--- config.mk ---
export PLATFORM = sky130hd
export DESIGN_NAME = amp_overload_det
export DESIGN_NICKNAME = d
export VERILOG_FILES = /design/src/rtl/amp_ovl_pkg.sv /design/src/rtl/amp_word_sum.sv /design/src/rtl/amp_window_acc.sv /design/src/rtl/amp_overload_det.sv
export SDC_FILE = /design/constraint.sdc
export NUM_CORES = 2
export LEC_CHECK = 0
export BUFFER_PORTS_ARGS = -buffer_cell sky130_fd_sc_hd__buf_2
export CAP_MARGIN = 30
export CELL_PAD_IN_SITES_DETAIL_PLACEMENT = 0
export CELL_PAD_IN_SITES_GLOBAL_PLACEMENT = 2
export CORE_UTILIZATION = 25
export DETAILED_ROUTE_END_ITERATION = 8
export PLACE_DENSITY_LB_ADDON = 0.12
export SYNTH_ARGS = -nofsm -noshare
export SYNTH_HDL_FRONTEND = slang
export SYNTH_SLANG_ARGS = --single-unit
export TNS_END_PERCENT = 20
--- constraint.sdc ---
create_clock -name clk -period 115.1 [get_ports clk]
set_input_delay 5.755 -clock clk [delete_from_list [all_inputs] [get_ports clk]]
set_output_delay 5.755 -clock clk [all_outputs]
set_load 0.01 [all_outputs]
--- src/rtl/amp_ovl_pkg.sv ---
package amp_ovl_pkg;

  typedef enum logic [1:0] {
    WIN_32   = 2'b00,
    WIN_64   = 2'b01,
    WIN_128  = 2'b10,
    WIN_RSVD = 2'b11
  } win_code_e;

  // log2 of the window length; the reserved code falls back to the longest
  function automatic logic [2:0] win_shift(input win_code_e c);
    case (c)
      WIN_32:  return 3'd5;
      WIN_64:  return 3'd6;
      default: return 3'd7;
    endcase
  endfunction

endpackage

--- src/rtl/amp_word_sum.sv ---
module amp_word_sum #(
  parameter int LANES  = 8,
  parameter int SAMP_W = 16,
  parameter int MAG_W  = 9,
  parameter int WORD_W = 12
) (
  input  logic [LANES*SAMP_W-1:0] samples,
  output logic [WORD_W-1:0]       word
);

  localparam int DROP = SAMP_W - MAG_W;

  function automatic logic [MAG_W-1:0] mag_of(input logic [SAMP_W-1:0] s);
    logic [SAMP_W-1:0] a;
    a = s[SAMP_W-1] ? (~s + 1'b1) : s;
    return MAG_W'(a >> DROP);
  endfunction

  logic [MAG_W-1:0] mags [LANES];

  for (genvar k = 0; k < LANES; k++) begin : g_lane
    assign mags[k] = mag_of(samples[k*SAMP_W +: SAMP_W]);
  end

  always_comb begin
    word = '0;
    for (int k = 0; k < LANES; k++) word = word + WORD_W'(mags[k]);
  end

endmodule

--- src/rtl/amp_window_acc.sv ---
module amp_window_acc #(
  parameter int WORD_W = 12,
  parameter int ACC_W  = 19,
  parameter int AVG_W  = 13,
  parameter int MAX_SH = 7
) (
  input  logic              clk,
  input  logic              rst_n,
  input  logic              clr,
  input  logic              push,
  input  logic [WORD_W-1:0] word_in,
  input  logic [2:0]        n_shift,
  output logic [ACC_W-1:0]  acc_o,
  output logic [AVG_W-1:0]  avg_o
);

  localparam int DEPTH = 1 << MAX_SH;
  localparam int IDX_W = MAX_SH;

  logic [WORD_W-1:0] line [DEPTH];
  logic [IDX_W-1:0]  tap_idx;
  logic [WORD_W-1:0] leaving;
  logic [ACC_W-1:0]  acc_q;

  function automatic logic [AVG_W-1:0] round_avg(input logic [ACC_W-1:0] s,
                                                  input logic [2:0] sh);
    logic [ACC_W:0] t;
    t = {1'b0, s} + ((ACC_W+1)'(1) << (sh - 3'd1));
    t = t >> sh;
    return AVG_W'(t);
  endfunction

  assign tap_idx = IDX_W'((32'd1 << n_shift) - 32'd1);
  assign leaving = line[tap_idx];

  always_ff @(posedge clk) begin
    if (!rst_n || clr) begin
      for (int k = 0; k < DEPTH; k++) line[k] <= '0;
      acc_q <= '0;
    end else if (push) begin
      line[0] <= word_in;
      for (int k = 1; k < DEPTH; k++) line[k] <= line[k-1];
      acc_q <= acc_q + ACC_W'(word_in) - ACC_W'(leaving);
    end
  end

  assign acc_o = acc_q;
  assign avg_o = round_avg(acc_q, n_shift);

endmodule

--- src/rtl/amp_overload_det.sv ---
module amp_overload_det
  import amp_ovl_pkg::*;
#(
  parameter int LANES   = 8,
  parameter int SAMP_W  = 16,
  parameter int MAG_W   = 9,
  parameter int WORD_W  = 12,
  parameter int ACC_W   = 19,
  parameter int AVG_W   = 13,
  parameter int MAX_WIN = 128
) (
  input  logic                    clk,
  input  logic                    rst_n,
  input  logic                    in_valid,
  input  logic [LANES*SAMP_W-1:0] i_samples,
  input  logic [LANES*SAMP_W-1:0] q_samples,
  input  logic [1:0]              win_sel,
  input  logic [AVG_W-1:0]        thresh,
  output logic                    trig_o
);

  localparam int MAX_SH = $clog2(MAX_WIN);
  localparam int FILL_W = $clog2(MAX_WIN + 1);
  localparam int PATHS  = 2;

  win_code_e         win_q;
  logic              win_chg;
  logic [2:0]        n_shift;
  logic [FILL_W-1:0] win_len;
  logic [FILL_W-1:0] fill;
  logic              win_full;
  logic              trig_q;

  logic [LANES*SAMP_W-1:0] bus_p  [PATHS];
  logic [WORD_W-1:0]       word_p [PATHS];
  logic [ACC_W-1:0]        acc_p  [PATHS];
  logic [AVG_W-1:0]        avg_p  [PATHS];
  logic [PATHS-1:0]        over_p;

  // named views for the bound checker
  logic [WORD_W-1:0] word_i, word_q;
  logic [ACC_W-1:0]  acc_i, acc_q;
  logic [AVG_W-1:0]  avg_i, avg_q;

  assign win_chg  = (win_code_e'(win_sel) != win_q);
  assign n_shift  = win_shift(win_q);
  assign win_len  = FILL_W'(1) << n_shift;
  assign win_full = (fill == win_len);

  assign bus_p[0] = i_samples;
  assign bus_p[1] = q_samples;

  for (genvar p = 0; p < PATHS; p++) begin : g_path
    amp_word_sum #(
      .LANES(LANES), .SAMP_W(SAMP_W), .MAG_W(MAG_W), .WORD_W(WORD_W)
    ) u_sum (
      .samples(bus_p[p]),
      .word   (word_p[p])
    );

    amp_window_acc #(
      .WORD_W(WORD_W), .ACC_W(ACC_W), .AVG_W(AVG_W), .MAX_SH(MAX_SH)
    ) u_win (
      .clk    (clk),
      .rst_n  (rst_n),
      .clr    (win_chg),
      .push   (in_valid),
      .word_in(word_p[p]),
      .n_shift(n_shift),
      .acc_o  (acc_p[p]),
      .avg_o  (avg_p[p])
    );

    assign over_p[p] = (avg_p[p] > thresh);
  end

  assign word_i = word_p[0];
  assign word_q = word_p[1];
  assign acc_i  = acc_p[0];
  assign acc_q  = acc_p[1];
  assign avg_i  = avg_p[0];
  assign avg_q  = avg_p[1];

  always_ff @(posedge clk) begin
    if (!rst_n) begin
      win_q  <= WIN_32;
      fill   <= '0;
      trig_q <= 1'b0;
    end else begin
      win_q  <= win_code_e'(win_sel);
      trig_q <= win_full && (|over_p);
      if (win_chg)
        fill <= '0;
      else if (in_valid && !win_full)
        fill <= fill + 1'b1;
    end
  end

  assign trig_o = trig_q;

endmodule

# After elaboration in Yosys (flattened, before gate mapping)
# Memory sizes are Yosys's and may differ from the RTL's.
# Index checks and enable logic that the tools add are counted.
dict set report word_totals {
  reg_bits 49
  ramBits 3072
  inputBits 274
  out_inout_bits 1
  elab_cells 615
  n_memories 2
}
# name words width rd rd_clocked_by_memory_dff write_ports line_no
set mem_list {}
lappend mem_list {{g_path[0].u_win.line} 128 12 128 0 128 amp_window_acc.sv:20} ;# logic [WORD_W-1:0] line [DEPTH];
lappend mem_list {{g_path[1].u_win.line} 128 12 128 0 128 amp_window_acc.sv:20}
dict set report classes {
  add_sub_neg 39
  magnitude_cmp 2
  eq_ne 3
  shifts 5
  n_mux 278
  n_bitwise 273
  reduce_logical 8
}
# operator count
set op_table {}
lappend op_table {{12-bit 2-to-1 mux} 256}
lappend op_table {{16-bit by 1-bit adder with 16-bit output (second input constant)} 16}
lappend op_table {{16-bit 2-to-1 mux} 16}
lappend op_table {{16-bit NOT} 16}
lappend op_table {{1-bit OR} 256}
lappend op_table {{12-bit by 9-bit adder with 12-bit output} 8}
lappend op_table {{19-bit by 20-bit adder with 20-bit output} 2}
lappend op_table {{20-bit by 3-bit >> shifter with 13-bit output} 2}
lappend op_table {{19-bit by 12-bit adder with 19-bit output} 2}
lappend op_table {{19-bit by 12-bit subtractor with 19-bit output} 2}
lappend op_table {{13-bit greater-than comparator} 2}
lappend op_table {{11-bit by 9-bit adder with 12-bit output} 2}
lappend op_table {{10-bit by 9-bit adder with 11-bit output} 2}
lappend op_table {{9-bit by 9-bit adder with 10-bit output} 2}
lappend op_table {{1-bit by 3-bit left shift with 20-bit output (first input constant)} 1}
lappend op_table {{8-bit by 1-bit adder with 8-bit output (second input constant)} 1}
lappend op_table {{8-bit equality test} 1}
lappend op_table {{1-bit by 3-bit left shift with 8-bit output (first input constant)} 1}
lappend op_table {{1-bit by 3-bit left shift with 7-bit output (first input constant)} 1}
lappend op_table {{7-bit by 1-bit subtractor with 7-bit output (second input constant)} 1}
lappend op_table {{1-bit 2-to-1 mux} 5}
lappend op_table {{2-bit case mux with 2 select lines} 1}
lappend op_table {{2-bit OR reduction} 2}
lappend op_table {{3-bit by 1-bit subtractor with 3-bit output (second input constant)} 1}
lappend op_table {{other kinds (7)} 9}

# Longest topological paths before layout
dict set report logic_depth {
  word_depth 12
  mapped_depth 33
  depth_no_buf 32
}

# Modules after synthesis
# Synthesis repeated with hierarchy kept, for this count alone.
dict set report unflattened {
  cells_unflattened 9179
  area_unflattened_um2 137508.1
}
# mod n_inst cells_per_inst area_each_um2 seq_area_each_um2
set by_module_without_submodules {}
lappend by_module_without_submodules {{amp_window_acc at g_path[0].u_win} 1 4179 65177.5 46504.6}
lappend by_module_without_submodules {{amp_window_acc at g_path[1].u_win} 1 4111 64947.3 46504.6}
lappend by_module_without_submodules {{amp_word_sum at g_path[0].u_sum} 1 378 3131.8 0.0}
lappend by_module_without_submodules {{amp_word_sum at g_path[1].u_sum} 1 371 3101.7 0.0}
lappend by_module_without_submodules {amp_overload_det 1 140 1149.9 220.2}

# Worst setup path after synthesis
# Ideal clock, no wire load.
dict set report synth_timing {
  path_kind {input to register}
  from {in in_valid}
  to {reg g_path[0].u_win.acc_q[17]}
  setup_time_ns 3.630
  arrival_time_ns 94.413
  required_time_ns 111.470
  setup_slack_ns 17.057
  path_stages 5
  path_buffers 2
  path_cell_list {clkbuf_1 -> nor2_1 -> inv_1 -> clkbuf_1 -> o32ai_1}
}
# element line_no
set synth_rtl {}
lappend synth_rtl {{from (decl)} amp_overload_det.sv:14} ;# input logic in_valid,
lappend synth_rtl {{to (signal assigned)} amp_window_acc.sv:43} ;# acc_q <= acc_q + ACC_W'(word_in) - ACC_W'(leaving);
lappend synth_rtl {{to (decl)} amp_window_acc.sv:23} ;# logic [ACC_W-1:0] acc_q;

# Final worst setup path
dict set report layout_timing {
  from {in q_samples[100]}
  to {reg g_path[1].u_win.acc_q[14]}
}
dict set report layout_between {
  elab_chain_len 7
}
# element line_no
set layout_lines {}
lappend layout_lines {{from (decl)} amp_overload_det.sv:16} ;# input logic [LANES*SAMP_W-1:0] q_samples,
lappend layout_lines {{16-bit NOT} amp_word_sum.sv:15} ;# a = s[SAMP_W-1] ? (~s + 1'b1) : s;
lappend layout_lines {{16-bit by 1-bit adder with 16-bit output} amp_word_sum.sv:15}
lappend layout_lines {{16-bit 2-to-1 mux} amp_word_sum.sv:15}
lappend layout_lines {{12-bit by 9-bit adder with 12-bit output (2 in series)} amp_word_sum.sv:27} ;# for (int k = 0; k < LANES; k++) word = word + WORD_W'(mags[k]);
lappend layout_lines {{net g_path[1].u_sum.word[10]} amp_word_sum.sv:8} ;# output logic [WORD_W-1:0] word
lappend layout_lines {{19-bit by 12-bit adder with 19-bit output} amp_window_acc.sv:43}
lappend layout_lines {{19-bit by 12-bit subtractor with 19-bit output} amp_window_acc.sv:43}
lappend layout_lines {{to (signal assigned)} amp_window_acc.sv:43}
lappend layout_lines {{to (decl)} amp_window_acc.sv:23}
# The timed path passes the listed nets, and every way through them passes these cells.
# A chain may end at the register's enable or synchronous reset.

==> impl_results.md <==
- Worst-path maximum fanout: 7
- Clock Sinks: 3121
- Peak VDD IR: 0.0603 mV
- Gr ovfl total: 0
- Final period util: 0.108
- Pin count of the biggest net entering global routing: 255
- Synth Warn #: 0
- Worst Slack Setup Final: 102660 ps
- Final setup violation count: 0
- ANT nets after route: 0
- Via/cell ratio: 4.16
- Slew Limit Fails: 0
- Layout Skew: 102 ps
- Area growth syn-to-layout: 16.3%
- Die width: 712 um
- Drt total wl: 252000 um
- Initial Utilization: 0.251
- Crit path launch type: input pin
- Register bit total from synthesis: 3121
- Post-CTS Setup Inserts: 0
- Post-CTS sizing: 0
- CP peak stage delay: 550 ps
- Initial antenna violation count: 45
- Number of synthesized flops with an enable pin: 3072
- Slew @ Worst Pin: 1170 ps
- Die Y: 712 um
- Relative slew slack: 0.221
- I/O pin count: 275
- Layout cell share with drive strength beyond 1: 0.102
- Leakage power: 63.5 nW
- Max Cap Violations: 0
- Final min period: 12440 ps
- # rows: 260
- Clock latency on the worst-skew pair: 970 ps
- Avg WL per Cell: 16.3 um
- TritonCTS clock tree: built
- GRT Total Usage: 0.0972
- Power, Total: 3.47 mW
- Core area: 501000 um2
- Die area: 506000 um2
- CTS Buf Count: 375
- DR pass1 iterations: 8
- Reg clk slew, reported paths: 60 ps
- First-pass GRT wire length: 403000 um
- Synth Instances: 8214
- Post-synth cell types: 73
- H-tree levels: 5
- Cts hold-fix bufs: 0
- Crit. End Element: flip-flop
- Req. time, crit path: 115830 ps
- Power density cells: 23.7 nW/um2
- Buffers on Ports: 274
- RD Place Congestion: 0.738
- Primary FF master, synth: edfxtp_1
- Post-synth top area cell: edfxtp_1
- Final setup TNS: 0 ps
- CTS Root Buffer Type: clkbuf_16
- Avg Inst Size Synth: 15.3 um2
- CP arrival: 13180 ps
- Worst hold slack: 454 ps
- Async SR Flop Fraction: 0
- Via count: 64.1k
- Worst R2R Start: win_q[0]
- Final hold vios: 0
- Detail Placement HPWL: 128000 um
- Setup slack, reg-to-reg: 107630 ps
- Max frequency: 80.4 MHz
- Status: completed
- Most area-consuming cells after synthesis: edfxtp_1 73%, and3_1 7.8%, and2_1 7.5%
- Iter 0 DRT Violations: 4628
- Worst hold path type: reg -> reg
- Clock buffer depth: 4
- Nets: 8931
- Register area share after synthesis: 0.741
- Vias in the first global route: 65.5k
- Crit path from: q_samples[100]
- HP Start: g_path[1].u_win.line[112][10]
- Top-area cell type share of the netlist area: 0.733
- WS Path Type: in -> reg
- RSZ-0062 raised after global routing: no
- Pre-CTS setup slack: 101690 ps
- Crit-path slowest cell: fa_1
- Finished Cell Area: 146000 um2
- Most numerous cell on the critical path: fa_1
- Post-route DRC: 0
- Cell Area, Synth: 126000 um2
- DP Area: 134000 um2
[synth_stat cells (17+ instances only)]
| master | n |
|---|---|
| a21o_1 | 33 |
| a21oi_1 | 93 |
| and2_1 | 1504 |
| and3_1 | 1574 |
| buf_2 | 36 |
| clkbuf_1 | 514 |
| dfxtp_1 | 49 |
| edfxtp_1 | 3072 |
| fa_1 | 130 |
| ha_1 | 116 |
| inv_1 | 194 |
| mux2i_1 | 46 |
| nand2_1 | 120 |
| nand2b_1 | 26 |
| nand3_1 | 20 |
| nand3b_1 | 18 |
| nor2_1 | 99 |
| nor3_1 | 47 |
| nor4_1 | 20 |
| o21ai_0 | 87 |
| o31ai_1 | 17 |
| or3_1 | 37 |
| xnor2_1 | 131 |
| xor2_1 | 69 |
[logic make-up (layout without fill, tap and decap cells)]
| logic type | count (synthesis) | in the layout | share of synthesized area |
|---|---|---|---|
| other | 1 | 27 | 0.0000298 |
| multiplexers | 46 | 46 | 0.00366 |
| XOR/XNOR | 201 | 201 | 0.0140 |
| buffers and inverters | 754 | 1247 | 0.0229 |
| flip-flops | 3121 | 3121 | 0.741 |
| adder cells (fa/ha/maj) | 246 | 246 | 0.0322 |
| AND/OR/NAND/NOR | 3524 | 3524 | 0.171 |
| AO/OA/AOI/OAI | 321 | 321 | 0.0158 |
[placed cells by master (no fill, tap or decap), types with 99 or more instances in the layout]
master     count
fa_1         130
nand2_1      120
xnor2_1      131
clkbuf_16    375
ha_1         116
buf_2        273
inv_1        193
and2_1      1504
clkinv_1     101
and3_1      1573
nor2_1        99
edfxtp_1    3072
[sequential cells by signal (all words and copies together) (netlist names)]
signal              flops
fill                    8
g_path.u_win.acc_o     38
g_path.u_win.line    3072
trig_o                  1
win_q                   2
[stage by stage]
stage | std cells | util
finish | 15400 | 0.292
detailed placement | 14700 | 0.268
floorplan | 8221 | -
CTS | 15400 | 0.292
global route | 15400 | 0.292
global placement | 14700 | 0.268
[per-layer routing]
layer,track usage,up-vias,wire length (um)
met4,0.0283,38,6890
li1,-,30200,-
met5,0,-,235
met3,0.0213,490,11500
met2,0.137,883,105000
met1,0.147,32400,128000
[path summary, 6_finish.rpt]
kind | endpoint | cells past startpoint
setup / recovery | g_path[1].u_win.acc_o[14] | 30
hold / removal | g_path[1].u_win.line[113][10] | 1
setup reg to reg | g_path[0].u_win.line[80][0] | 12
hold reg to reg | g_path[1].u_win.line[113][10] | 1
[area by class of cell]
type	instances	area, um2
Inverter	195	739
Antenna cell	19	47.5
Timing Repair Buffer	372	2540
Tap cell	6681	8360
Sequential cell	3121	93200
Clock inverter	216	1970
Fill cell	50100	355000
Multi-Input combinational cell	4346	29800
Clock buffer	464	9720
[critical path: cells and delay by family]
kind	cells	cell delay (ps)
compound gates	9	1740
xor+xnor	2	350
buf+inv	4	280
simple gates	7	1650
fa+ha+maj	8	3390
[where the power goes]
part           switching [mW]  internal (mW)  total (mW)
Combinational           0.597          0.422        1.02
Sequential             0.0167           1.30        1.31
Clock                   0.487          0.653        1.14
No activity file was read; power rests on OpenSTA's default activity.
